--- config.mk ---
export PLATFORM = sky130hd
export DESIGN_NAME = chunk_fifo
export DESIGN_NICKNAME = d
export VERILOG_FILES = /design/src/rtl/chunk_fifo.sv
export SDC_FILE = /design/constraint.sdc
export NUM_CORES = 2
export LEC_CHECK = 0
export BUFFER_PORTS_ARGS = -buffer_cell sky130_fd_sc_hd__buf_2
export CAP_MARGIN = 10
export CORE_ASPECT_RATIO = 1.1
export CORE_MARGIN = 2
export CORE_UTILIZATION = 53
export CTS_BUF_LIST = sky130_fd_sc_hd__clkbuf_2
export DETAILED_ROUTE_END_ITERATION = 12
export GPL_ROUTABILITY_DRIVEN = 0
export PLACE_DENSITY = 0.71
export SYNTH_ARGS = -nofsm -noshare
export SYNTH_HDL_FRONTEND = slang
export SYNTH_SLANG_ARGS = --single-unit
--- constraint.sdc ---
create_clock -name clk -period 5.75 [get_ports clk]
set_clock_uncertainty 0.15 [all_clocks]
set_input_delay 0 -clock clk [delete_from_list [all_inputs] [get_ports clk]]
set_output_delay 0 -clock clk [all_outputs]
set_load 0.02 [all_outputs]
--- src/rtl/chunk_fifo.sv ---
module chunk_fifo #(
  parameter int DATA_W       = 64,
  parameter int DEPTH_CHUNKS = 16,
  parameter int COUNT_W      = 8
) (
  input  logic              clk,
  input  logic              rst_n,
  input  logic              wr_en,
  input  logic [DATA_W-1:0] wr_data,
  input  logic              frame_end,
  input  logic              discard,
  input  logic              rd_en,
  output logic [DATA_W-1:0] rd_data,
  output logic [COUNT_W-1:0] chunk_count,
  output logic              drain,
  output logic              overflow
);
  localparam int DEPTH = DEPTH_CHUNKS * 4;
  localparam int AW    = $clog2(DEPTH);
  localparam int PW    = AW + 1;
  localparam int CPW   = PW - 2;

  logic [DATA_W-1:0] mem [DEPTH];
  logic [PW-1:0] wptr, rptr, tgt;
  logic [DATA_W-1:0] s1_d;
  logic s1_v;

  wire [PW-1:0] rfloor = {rptr[PW-1:2], 2'b00};
  wire full   = (wptr - rfloor) == PW'(DEPTH);
  wire empty  = rptr == wptr;
  wire do_wr  = wr_en && !full && !discard;
  wire do_rd  = rd_en && !empty && !discard;
  wire do_end = frame_end && !discard;

  wire [PW-1:0] wp_inc  = wptr + PW'(do_wr);
  wire [PW-1:0] wp_ceil = (wp_inc[1:0] == 2'b00) ? wp_inc : {wp_inc[PW-1:2] + 1'b1, 2'b00};
  wire [PW-1:0] w_align = (wptr[1:0] == 2'b00) ? wptr : {wptr[PW-1:2] + 1'b1, 2'b00};
  wire [PW-1:0] rp_next = rptr + PW'(do_rd);
  wire [CPW-1:0] chunks = wptr[PW-1:2] - rptr[PW-1:2];

  assign chunk_count = COUNT_W'(chunks);

  always_ff @(posedge clk) begin
    if (do_wr) mem[wptr[AW-1:0]] <= wr_data;
  end

  always_ff @(posedge clk or negedge rst_n) begin
    if (!rst_n) begin
      wptr <= '0;
      rptr <= '0;
      tgt <= '0;
      drain <= 1'b0;
      overflow <= 1'b0;
    end else if (discard) begin
      wptr <= w_align;
      rptr <= w_align;
      drain <= 1'b0;
      overflow <= 1'b0;
    end else begin
      wptr <= do_end ? wp_ceil : wp_inc;
      rptr <= rp_next;
      if (wr_en && full) overflow <= 1'b1;
      if (do_end) begin
        tgt <= wp_ceil;
        drain <= wp_ceil != rp_next;
      end else if (drain && rp_next == tgt) begin
        drain <= 1'b0;
      end
    end
  end

  always_ff @(posedge clk or negedge rst_n) begin
    if (!rst_n) begin
      s1_v <= 1'b0;
      s1_d <= '0;
      rd_data <= '0;
    end else begin
      s1_v <= do_rd;
      if (do_rd) s1_d <= mem[rptr[AW-1:0]];
      if (s1_v) rd_data <= s1_d;
    end
  end

  p_count_bound_r11: assert property (@(posedge clk) disable iff (!rst_n)
    chunk_count <= COUNT_W'(DEPTH_CHUNKS));
  p_discard_clears_r9: assert property (@(posedge clk) disable iff (!rst_n)
    discard |=> (chunk_count == '0) && !drain && !overflow);
  p_overflow_sticky_r10: assert property (@(posedge clk) disable iff (!rst_n)
    overflow && !discard |=> overflow);
  p_full_drop_r10: assert property (@(posedge clk) disable iff (!rst_n)
    wr_en && full && !discard |=> overflow && wptr == $past(wptr));
  p_empty_read_r5: assert property (@(posedge clk) disable iff (!rst_n)
    rd_en && empty && !discard |=> rptr == $past(rptr));
  p_drain_has_data_r7: assert property (@(posedge clk) disable iff (!rst_n)
    drain |-> chunk_count != '0);
endmodule

# Word-level counts from Yosys, hierarchy flattened
# Memory sizes are Yosys's and may differ from the RTL's. A register that Yosys moved wholly into a read port is not among the register bits.
# Index checks and enable logic that the tools add are counted.
# Widths: inputs -> output; s select.
op_classes:
  n_addsub: 6
  n_eq_ne: 4
  n_mux: 12
  n_bitwise: 1
  n_reduce_logical: 16
ops:
  columns: ["op", "n"]
  rows:
  - ["$mux 7", 5]
  - ["$add 7x1->7", 2]
  - ["$eq 7x7->1", 2]
  - ["$add 5x1->5 const B", 2]
  - ["$eq 7x7->1 const B", 1]
  - ["$logic_and 1x1->1", 7]
  - ["$mux 1", 7]
  - ["$ne 7x7->1", 1]
  - ["$sub 7x7->7", 1]
  - ["$sub 5x5->5", 1]
  - ["$logic_not 1->1", 4]
  - ["$logic_not 2->1", 2]
  - ["$reduce_bool 3->1", 1]
  - ["$reduce_and 2->1", 1]
  - ["$reduce_bool 2->1", 1]
  - ["$not 1->1", 1]
totals:
  register_bits: 88
  ramBits: 4096
  in_bits: 70
  out_inout_bits: 74
  wordCells: 47
  mem_count: 1
memory_table:
  columns: ["memory", "words", "width", "rd", "rd_ports_with_merged_regs", "write_ports", "line_no", "rtl"]
  rows:
  - ["mem", 64, 64, 1, 1, 1, "23", "logic [DATA_W-1:0] mem [DEPTH];"]

# Longest topological paths before layout
logic_depth:
  word_depth: 11
  mapped_depth: 20
  depth_no_buf: 17

# Worst setup path before layout
# Ideal clock, no wire load.
synth_timing:
  path_kind: "reg2reg"
  start: "register rptr[4]"
  end: "memory mem[40][0], enable pin"
  setup_ns: 0.487
  arrival_ns: 5.359
  required_time_ns: 5.113
  setup_slack_ns: -0.245
  stages_incl_launch_ff: 10
  n_path_buf: 2
  synth_period_minus_slack_ns: 5.995
  path_cell_list: "dfrtp_1 > clkinv_1 > clkbuf_1 > clkbuf_1 > ha_1 > xnor2_1 > nor4b_1 > o21ai_1 > o2111ai_1 > nor2_1"
synth_between:
  elab_chain_cells: 7
synth_rtl:
  columns: ["element", "line_no", "rtl"]
  rows:
  - ["start: declaration", "24", "logic [PW-1:0] wptr, rptr, tgt;"]
  - ["start signal: assignment", "56", "rptr <= w_align;"]
  - ["start signal: assignment", "61", "rptr <= rp_next;"]
  - ["$sub 7x7->7", "29", "wire full = (wptr - rfloor) == PW'(DEPTH);"]
  - ["$eq 7x7->1", "29", null]
  - ["$logic_not 1->1", "31", "wire do_wr = wr_en && !full && !discard;"]
  - ["$logic_and 1x1->1 (2 in a row)", "31", null]
  - ["$mux 1", "44", "if (do_wr) mem[wptr[AW-1:0]] <= wr_data;"]
  - ["$mux 1 (implied by the code)", "44", null]
  - ["end: declaration", "23", null]
# Every way passes these cells.

# Worst setup path in the final report
layout_timing:
  start: "register wptr[2]"
  end: "register wptr[5]"
layout_between:
  elab_chain_cells: 10
  elab_cells_between_ends: 13
  classes_between: "add/sub (4); eq/ne (1); mux (4); reduce/logical (4)"
layout_rtl:
  columns: ["element", "line_no", "rtl"]
  rows:
  - ["start: declaration", "24", null]
  - ["start signal: assignment", "55", "wptr <= w_align;"]
  - ["start signal: assignment", "60", "wptr <= do_end ? wp_ceil : wp_inc;"]
  - ["$sub 7x7->7", "29", null]
  - ["$eq 7x7->1", "29", null]
  - ["$logic_not 1->1", "31", null]
  - ["$logic_and 1x1->1 (2 in a row)", "31", null]
  - ["$add 7x1->7", "35", "wire [PW-1:0] wp_inc = wptr + PW'(do_wr);"]
  - ["$add 5x1->5 / $logic_not 2->1 (equally long branches)", "36", "wire [PW-1:0] wp_ceil = (wp_inc[1:0] == 2'b00) ? wp_inc : {wp_inc[PW-1:2] + 1'b1, 2'b00};"]
  - ["$mux 7", "36", null]
  - ["$mux 7", "60", null]
  - ["$mux 7 *", "54", "end else if (discard) begin"]
# Mark *: on every way between the ends. The rest lies on a longest branch, timed or not.
# A chain may end at the register's enable or synchronous reset.

==> results.txt <==
Status -> complete, no violations
Max frequency -> 183 MHz
Final net count -> 8,505
Wire per inst -> 34.5 um
RSZ-0062 raised after global routing -> false
Sequential Area -> 127,000 sq um
Total GRT Usage -> 0.293
H-Tree Depth -> 6
Post-CTS setup buffers -> 0
Vias in the first global route -> 86,700
Most common cell in the netlist -> edfxtp_1
WHS -> 0.274 ns
Peak VDD IR -> 342 uV
Slew headroom -> 0.0978
Setup slack after layout -> 0.290 ns
Post-layout util -> 0.599
Footprint of the multi-input gates -> 34,300 sq um
Yosys top cell area share -> 0.756
First-pass GRT wire length -> 642,000 um
Post-Syn Area -> 163,000 sq um
PD cells -> 370 nW/um^2
Top Family by Delay on Critical Path -> adder cells
Detail Placement HPWL -> 230,000 um
Clk buf depth -> 4
Fillers -> 21,600
Mean Syn Cell Area -> 22.8 sq um
Overflow left after global routing -> 0
Area growth, synth to finish -> 12.6%
Dominant synthesized flop cell -> edfxtp_1
Initial DRC Count -> 12,900
Post-synth top cells -> edfxtp_1, mux4_2, mux2i_1
Final Critical Period -> 5.46 ns
Routed via count -> 86,200
Final hold vios -> 0
CP Depth -> 15
Ratio of final minimum period to clock period -> 0.950
Synthesized instance count -> 7,131
Crit path DAT -> 7.32 ns
Residual DRC -> 0
Synth Warn # -> 0
Vias per Instance -> 6.48
Drt first pass iters -> 7
Crit start category -> register
Post-CTS Resized -> 0
Largest net degree at the start of global routing -> 133
Final wirelength -> 458,000 um
Starting Density -> 0.532
Post-synth EDFFs -> 4,096
Synth unique cells -> 50
Ys async rst share -> 0.0358
Cts bufs inserted -> 962
Die H -> 585 um
Layout cells sized above 1 -> 0.347
#FFs+latches synth -> 4,248
Min-delay worst type -> in -> reg
Top cell by count, worst path -> ha_1
Post-place setup slack -> 0.571 ns
Core area -> 306,000 sq um
Sum Neg Setup Slack -> 0 ns
R2r worst-path depth -> 15
Num rows -> 213
Crit path kind -> reg -> reg
Die X -> 532 um
Crit path max-delay cell type -> dfrtp_1
LEAKAGE -> 59.1 nW
Worst Path Required -> 7.61 ns
Hold path cells -> 6
Clock Pin Slew Worst Setup and Hold Paths -> 0.10 ns
Die area -> 311,000 sq um
Crit path cell chain -> inv_1 -> ha_1 -> fa_1 -> inv_1 -> nor4b_1 -> o21ai_1 -> o21a_1 -> ha_1 -> ha_1 -> xnor2_1 -> nor4_1 -> xnor2_1 -> a211oi_1 -> dlygate4sd3_1 -> a21oi_1
Final slew viol count -> 0
Worst-path fanout max -> 10
Least-Margin Pin Slew -> 1.35 ns
ANT nets after route -> 0
Critical Path End Type -> register
I/O pins -> 144
Initial antenna violation count -> 18
Max-Cap Viols -> 0
CTS tree -> done
Sequential-to-total area share from yosys stat -> 0.780
Synth top area cells -> edfxtp_1, mux4_2, mux2i_1, dfrtp_1, mux2_2
Yosys top cell by area -> edfxtp_1
Final setup violation count -> 0
Peak per-stage delay on the critical path -> 0.66 ns
# port buffers -> 140
TritonCTS Sinks -> 4,248
Buf/Inv on CP -> 3
Root Driver -> clkbuf_2
Worst-Skew Late Latency -> 2.34 ns
[flip-flops by register name, indices dropped and copies added (netlist names)]
| register | count |
|---|---|
| rd_data | 64 |
| rptr | 7 |
| drain | 1 |
| wptr | 7 |
| overflow | 1 |
| s1_v | 1 |
| s1_d | 64 |
| tgt | 7 |
| mem | 4096 |
[cells by family after synthesis]
family | Yosys count | share of synthesized area
AO/OA/AOI/OAI | 524 | 0.0214
buffers and inverters | 412 | 0.0132
flip-flops | 4248 | 0.780
multiplexers | 1601 | 0.175
AND/OR/NAND/NOR | 297 | 0.00790
other | 1 | 0.0000231
adder cells (fa/ha/maj) | 11 | 0.000892
XOR/XNOR | 37 | 0.00225
[metrics by stage]
stage	power, mW	cell area (sq um)	cells
finish	67.8	183000	13300
global route	70.1	183000	13300
CTS	68.0	183000	13300
detailed placement	49.0	170000	11200
global placement	48.8	170000	11200
floorplan	43.7	163000	7133
[final cells by class]
| cell class | instances | share of cell area |
|---|---|---|
| Multi-Input combinational cell | 2473 | 0.188 |
| Timing Repair Buffer | 723 | 0.0434 |
| Clock inverter | 322 | 0.00939 |
| Tap cell | 4085 | 0.0279 |
| Sequential cell | 4248 | 0.692 |
| Antenna cell | 13 | 0.000178 |
| Clock buffer | 1426 | 0.0390 |
| Inverter | 16 | 0.000328 |
[metal layers]
layer	part of all wire	GRT usage	vias up
met1	0.35	0.395	45300
met3	0.12	0.0675	1042
li1	-	-	33600
met5	0.00021	0	-
met2	0.48	0.471	6233
met4	0.040	0.114	12
[report_power, final]
part           internal [mW]  leakage (nW)  switching (mW)  total [mW]
sequential              34.7          38.6           0.693        35.4
combinational           5.11          13.7            8.25        13.4
clock                   7.17          6.73            11.8        19.0
[cells in the final DEF, fill, tap and decap left out, types with 12 or more instances in the layout]
master / count
o31ai_1: 17
mux2i_1: 452
dlygate4sd3_1: 284
xnor2_1: 23
nor2b_1: 14
mux2_2: 174
nor2_4: 68
o21ai_0: 93
clkinv_2: 25
buf_16: 44
o22ai_1: 163
edfxtp_1: 4096
buf_12: 101
inv_1: 12
diode_2: 13
nor2_1: 56
clkinv_1: 247
a22oi_1: 49
a221oi_1: 69
nor3_1: 23
a211oi_1: 59
buf_4: 154
clkbuf_2: 1426
inv_6: 13
dfrtp_1: 146
buf_2: 139
mux4_2: 975
a21oi_1: 47
nand2_1: 84
[timing repair]
| action | 4_1_cts | 5_1_grt |
|---|---|---|
| endpoints found under the setup margin | 0 | 0 |
| hold endpoints to repair | 8432 | 0 |
| hold buffers | 351 | 0 |
[worst min-delay path: stages]
cell	delay [ns]
dlygate4sd3_1	0.52
dlygate4sd3_1	0.53
dlygate4sd3_1	0.54
buf_2	0.10
dlygate4sd3_1	0.60
buf_12	0.26
[path summary, 6_finish.rpt]
kind / start / end / slack [ns]
setup / recovery: wptr[2]$_DFF_PN0_ / wptr[5]$_DFF_PN0_ / 0.29
min in group asynchronous: rst_n / s1_d[28]$_DFFE_PN0P_ / 0.58
hold reg to reg: s1_d[55]$_DFFE_PN0P_ / s1_d[55]$_DFFE_PN0P_ / 0.34
setup reg to reg: wptr[2]$_DFF_PN0_ / wptr[5]$_DFF_PN0_ / 0.29
max in group asynchronous: rst_n / rd_data[0]$_DFFE_PN0P_ / 3.92
hold / removal: wr_data[26] / mem[13][26]$_DFFE_PP_ / 0.27
(Power assumes the default switching activity.)
